## config.mk

```make
export PLATFORM = sky130hd
export DESIGN_NAME = inv_sweep_gen
export DESIGN_NICKNAME = d
export VERILOG_FILES = /design/src/rtl/inv_sweep_pkg.sv /design/src/rtl/inv_sweep_ptr.sv /design/src/rtl/inv_sweep_match.sv /design/src/rtl/inv_sweep_gen.sv
export SDC_FILE = /design/constraint.sdc
export NUM_CORES = 1
export LEC_CHECK = 0
export ABC_AREA = 1
export CORE_ASPECT_RATIO = 1.75
export CORE_UTILIZATION = 35
export DETAILED_ROUTE_END_ITERATION = 8
export DONT_BUFFER_PORTS = 1
export MAX_ROUTING_LAYER = met4
export PLACE_DENSITY = 0.56
export SLEW_MARGIN = 40
export SYNTH_ARGS = -nofsm -noshare
export SYNTH_HDL_FRONTEND = slang
export SYNTH_SLANG_ARGS = --single-unit
```

## constraint.sdc

```tcl
create_clock -name clk -period 5.7 [get_ports clk]
set_input_delay 1.14 -clock clk [delete_from_list [all_inputs] [get_ports clk]]
set_output_delay 1.14 -clock clk [all_outputs]
set_load 0.01 [all_outputs]
```

## src/rtl/inv_sweep_pkg.sv

```systemverilog
package inv_sweep_pkg;

   // Engine phase: offer a request, then wait for its completion
   typedef enum logic [1:0] {
      PH_LD_OFFER  = 2'd0,
      PH_LD_WAIT   = 2'd1,
      PH_INV_OFFER = 2'd2,
      PH_INV_WAIT  = 2'd3
   } sweep_phase_e;

   function automatic int core_width(input int n);
      return (n > 1) ? $clog2(n) : 1;
   endfunction

endpackage

```

## src/rtl/inv_sweep_ptr.sv

```systemverilog
// Wrapping core pointer 0..N-1 with end-of-range flag
module inv_sweep_ptr #(
   parameter int N  = 4,
   parameter int CW = 2
) (
   input  logic          clk,
   input  logic          rst_n,
   input  logic          adv,
   output logic [CW-1:0] ptr,
   output logic          at_last
);

   localparam logic [CW-1:0] LAST = CW'(N - 1);

   assign at_last = (ptr == LAST);

   generate
      if ((1 << CW) == N) begin : g_pow2
         // Natural binary wrap covers the full range
         always_ff @(posedge clk or negedge rst_n) begin
            if (!rst_n)   ptr <= '0;
            else if (adv) ptr <= ptr + CW'(1);
         end
      end else begin : g_cmp
         always_ff @(posedge clk or negedge rst_n) begin
            if (!rst_n)   ptr <= '0;
            else if (adv) ptr <= at_last ? '0 : ptr + CW'(1);
         end
      end
   endgenerate

endmodule

```

## src/rtl/inv_sweep_match.sv

```systemverilog
// Compares a completion tag with the outstanding request
module inv_sweep_match #(
   parameter int CW = 2,
   parameter int AW = 32
) (
   input  logic [CW-1:0] got_core,
   input  logic [AW-1:0] got_addr,
   input  logic [CW-1:0] want_core,
   input  logic [AW-1:0] want_addr,
   output logic          hit
);

   assign hit = (got_core == want_core) && (got_addr == want_addr);

endmodule

```

## src/rtl/inv_sweep_gen.sv

```systemverilog
module inv_sweep_gen
   import inv_sweep_pkg::*;
#(
   parameter int          NUM_CORES = 4,
   parameter int          ADDR_W    = 32,
   parameter int unsigned ADDR_STEP = 64,
   parameter int          CNT_W     = 32,
   localparam int         CORE_W    = core_width(NUM_CORES)
) (
   input  logic              clk,
   input  logic              rst_n,
   output logic              req_valid,
   input  logic              req_ready,
   output logic              req_write,
   output logic [CORE_W-1:0] req_core,
   output logic [ADDR_W-1:0] req_addr,
   output logic [7:0]        req_data,
   input  logic              rsp_valid,
   input  logic [CORE_W-1:0] rsp_core,
   input  logic [ADDR_W-1:0] rsp_addr,
   output logic [CNT_W-1:0]  cycle_count,
   output logic              err_flag
);

   localparam logic [ADDR_W-1:0] STRIDE = ADDR_W'(ADDR_STEP);

   generate
      if (NUM_CORES < 1) begin : g_bad_cores
         $error("NUM_CORES must be at least 1");
      end
      if (ADDR_W < 1 || CNT_W < 1) begin : g_bad_width
         $error("ADDR_W and CNT_W must be positive");
      end
   endgenerate

   sweep_phase_e phase_q, phase_d;

   logic [CORE_W-1:0] ld_ptr, inv_ptr;
   logic              ld_last, inv_last;
   logic              ld_adv, inv_adv, addr_adv;
   logic              outstanding, tag_hit, rsp_good;
   logic [CORE_W-1:0] want_core;
   logic [ADDR_W-1:0] addr_q;

   inv_sweep_ptr #(.N(NUM_CORES), .CW(CORE_W)) u_ld_ptr (
      .clk     (clk),
      .rst_n   (rst_n),
      .adv     (ld_adv),
      .ptr     (ld_ptr),
      .at_last (ld_last)
   );

   inv_sweep_ptr #(.N(NUM_CORES), .CW(CORE_W)) u_inv_ptr (
      .clk     (clk),
      .rst_n   (rst_n),
      .adv     (inv_adv),
      .ptr     (inv_ptr),
      .at_last (inv_last)
   );

   assign outstanding = (phase_q == PH_LD_WAIT) || (phase_q == PH_INV_WAIT);
   assign want_core   = (phase_q == PH_INV_WAIT) ? inv_ptr : ld_ptr;

   inv_sweep_match #(.CW(CORE_W), .AW(ADDR_W)) u_match (
      .got_core  (rsp_core),
      .got_addr  (rsp_addr),
      .want_core (want_core),
      .want_addr (addr_q),
      .hit       (tag_hit)
   );

   assign rsp_good = rsp_valid && outstanding && tag_hit;
   assign ld_adv   = rsp_good && (phase_q == PH_LD_WAIT);
   assign inv_adv  = rsp_good && (phase_q == PH_INV_WAIT);
   assign addr_adv = inv_adv && inv_last;

   always_comb begin
      phase_d = phase_q;
      unique case (phase_q)
         PH_LD_OFFER:  if (req_ready) phase_d = PH_LD_WAIT;
         PH_LD_WAIT:   if (ld_adv)    phase_d = ld_last ? PH_INV_OFFER : PH_LD_OFFER;
         PH_INV_OFFER: if (req_ready) phase_d = PH_INV_WAIT;
         PH_INV_WAIT:  if (inv_adv)   phase_d = PH_LD_OFFER;
         default:                     phase_d = PH_LD_OFFER;
      endcase
   end

   always_ff @(posedge clk or negedge rst_n) begin
      if (!rst_n) begin
         phase_q     <= PH_LD_OFFER;
         addr_q      <= '0;
         cycle_count <= '0;
         err_flag    <= 1'b0;
      end else begin
         phase_q <= phase_d;
         if (addr_adv)                 addr_q      <= addr_q + STRIDE;
         if (inv_adv)                  cycle_count <= cycle_count + CNT_W'(1);
         if (rsp_valid && !rsp_good)   err_flag    <= 1'b1;
      end
   end

   assign req_valid = (phase_q == PH_LD_OFFER) || (phase_q == PH_INV_OFFER);
   assign req_write = (phase_q == PH_INV_OFFER);
   assign req_core  = req_write ? inv_ptr : ld_ptr;
   assign req_addr  = addr_q;
   assign req_data  = 8'h00;

endmodule

```

==> flow_metrics.tcl <==
set metrics [dict create \
    start_util 0.358 \
    yosys.area_share.simple 0.404 \
    async_reset_ff_frac 1.00 \
    routabilityCongestion 0.923 \
    die_area_um2 14600 \
    power_density_nw_per_um2 194 \
    synth_adder_area_share 0.0101 \
    seq_area_frac_synth 0.329 \
    worstPathArrival_ps 3300 \
    cts_resized 0 \
    die_w_um 91.9 \
    syn_to_final_growth_pct 5.66 \
    postRouteAntennaNets 0 \
    synth_compound_area_frac 0.0268 \
    cts_made_buffers 9 \
    clock_latency_ps 340 \
    drv_slew 0 \
    core_area_um2 13800 \
    synth_edf_count 0 \
    max_slew.worst_pin.slew_ps 715 \
    root_buffer "clkbuf_16" \
    rrSetupSlack_ps 2620 \
    drc_errors 0 \
    grt_usage 0.220 \
    grt_pass1_vias 4599 \
    synth_top_family_by_area "simple AND/OR/NAND/NOR gates" \
    fin_skew_ps 9.22 \
    clock_path_buffers 2 \
    grt_max_degree 66 \
    fp.dieH_um 159 \
    start_kind "register" \
    leakagePower_uw 0.00248 \
    critical_path.most_common_cell "nand2_1" \
    yosysMostFrequentCell "nand2_1" \
    whs_ps 493 \
    holdBufCountCts 0 \
    synthXorXnorAreaFrac 0.103 \
    clk_pin_slew_ps 60 \
    synth_commonest_cells "234 x nand2_1, 93 x inv_1, 83 x nor2_1" \
    crit_slowest_cell "nor2_4" \
    drtIter0Drc 164 \
    yosys.area.top_type "dfrtp_1" \
    htreeDepth 3 \
    grt_overflow 0 \
    avgRoutedWirePerCell_um 16.9 \
    synthFlopType "dfrtp_1" \
    min_period_ps 3080 \
    pin_count 115 \
    end_kind "register" \
    viasPerCell 5.14 \
    crit_type "register to register" \
    cp_max_fo 29 \
    synthTopCellsByArea "dfrtp_1 33%, nand2_1 18%, nand4_1 7.8%" \
    worstPathBufferInverterCount 1 \
    synth_cells 737 \
    dp_hpwl_um 11600 \
    num_vias 4618 \
    ys_types 33 \
    cts_tree "built" \
    num_rows 57 \
    relSlewSlack 0.522 \
    port_buffers 0 \
    antenna_cells 0 \
    synth_top_area_frac 0.329 \
    ys_ff_latch 65 \
    cpLargestDelayFamily "simple AND/OR/NAND/NOR gates" \
    finalSetupTns_ps 0 \
    reg2reg_to "cycle_count[17]$_DFFE_PN0P_" \
    antenna_found_initial 0 \
    firstDrtPassIters 4 \
    cp.required_ps 5920 \
    ir_drop_mv 0.144 \
    nets 759 \
    syn_avg_cell_area_um2 6.71 \
    hp-class "input pin to async pin" \
    setup_violations 0 \
    maxCapViolations 0 \
    yosysWarnings 0 \
    synthMuxAreaShare 0 \
    cts.sinks 65 \
    grt_pass1_wl_um 23800 \
    crit_chain "nand2_4 -> inv_2 -> nand2_1 -> nand3_2 -> nand2_1 -> nor2_1 -> nand3_2 -> nor2_4 -> nand2_4 -> o21ai_0 -> nand2_1" \
    synth_area_um2 4950 \
    outcome "finished, final reports clean" \
    post_cts_buffers 0 \
    hold_violations 0 \
    timing.fmax_ghz 0.325 \
    reg2reg_from "phase_q[0]$_DFFE_PN0P_" \
    cpPeakStageDelay_ps 580 \
    layout_worst_path_cycle_share 0.540 \
    drt_wl_total_um 15200 \
    reg2regPathDepth 11 \
    rsz0062_at_grt "false" \
    final_layout_size_suffix_gt1_frac 0.0555 \
]
==> power by group <==
group	internal, uW	switching [uW]
Sequential	462	0.000000274
Combinational	13.3	24.0
Clock	303	212
==> registers in the layout (all words and copies together) (netlist names), named ones only <==
signal,flops
cycle_count,32
req_addr,26
u_inv_ptr.ptr,2
u_ld_ptr.ptr,2
err_flag,1
phase_q,1
==> cell families (layout without fill, tap and decap cells) <==
group	after synthesis	in the layout
AO/OA/AOI/OAI	20	20
XOR/XNOR	58	58
adder cells (fa/ha/maj)	4	4
buffers and inverters	142	113
flip-flops	65	65
other	1	14
AND/OR/NAND/NOR	447	447
==> metrics by stage <==
stage	instances	cell area [um^2]	setup slack, ps	total power, uW	utilization
after floorplan	750	5000	3280	506	-
after global placement	883	4960	2510	507	0.359
after detailed placement	883	4960	2480	507	0.359
after CTS	898	5230	2560	1030	0.378
after global routing	898	5230	2360	1050	0.378
final	898	5230	2620	1010	0.378
==> cells in the final DEF, fill, tap and decap left out, types with 4 or more instances in the layout <==
| cell type | instances |
|---|---|
| dfrtp_1 | 65 |
| xnor2_1 | 31 |
| nand3b_1 | 6 |
| ha_1 | 4 |
| nand2_2 | 4 |
| nand2_1 | 234 |
| nand4_1 | 62 |
| inv_1 | 93 |
| xor2_1 | 27 |
| o21ai_1 | 6 |
| nor3_1 | 17 |
| nor2_1 | 83 |
| o21ai_2 | 7 |
| clkbuf_16 | 9 |
| conb_1 | 14 |
| o21ai_0 | 4 |
| nor4_1 | 6 |
| nand3_1 | 24 |
==> per-layer routing <==
layer,vias up,GRT usage,share of wire
met5,-,-,0
met4,0,0.112,0.035
met3,26,0.0368,0.043
met2,141,0.412,0.57
met1,2198,0.210,0.36
li1,2253,-,-
==> worst max path at each step <==
stage	from	endpoint	depth (start not counted)
detailed placement	rsp_addr[25]	cycle_count[17]$_DFFE_PN0P_	9
global route	phase_q[0]$_DFFE_PN0P_	req_addr[13]$_DFFE_PN0P_	11
global placement	rsp_addr[25]	cycle_count[17]$_DFFE_PN0P_	9
CTS	phase_q[0]$_DFFE_PN0P_	cycle_count[17]$_DFFE_PN0P_	11
floorplan	rsp_addr[5]	cycle_count[9]$_DFFE_PN0P_	11
finish	phase_q[0]$_DFFE_PN0P_	cycle_count[17]$_DFFE_PN0P_	11
==> final cells by class <==
type / count / area, um^2
fillers: 1527 / 8610
multi-input cells: 543 / 2740
flip-flops and latches: 65 / 1630
inverters: 96 / 360
clock buffers: 12 / 246
well taps: 177 / 221
clock inverters: 3 / 17.5
repair buffers: 2 / 15.0
==> worst register-to-register path: stages (launching register included) <==
cell,delay [ps]
dfrtp_1,510
nand2_4,140
inv_2,490
nand2_1,170
nand3_2,110
nand2_1,80
nor2_1,120
nand3_2,140
nor2_4,580
nand2_4,300
o21ai_0,240
nand2_1,80
Power figures use the tool's default switching activity.
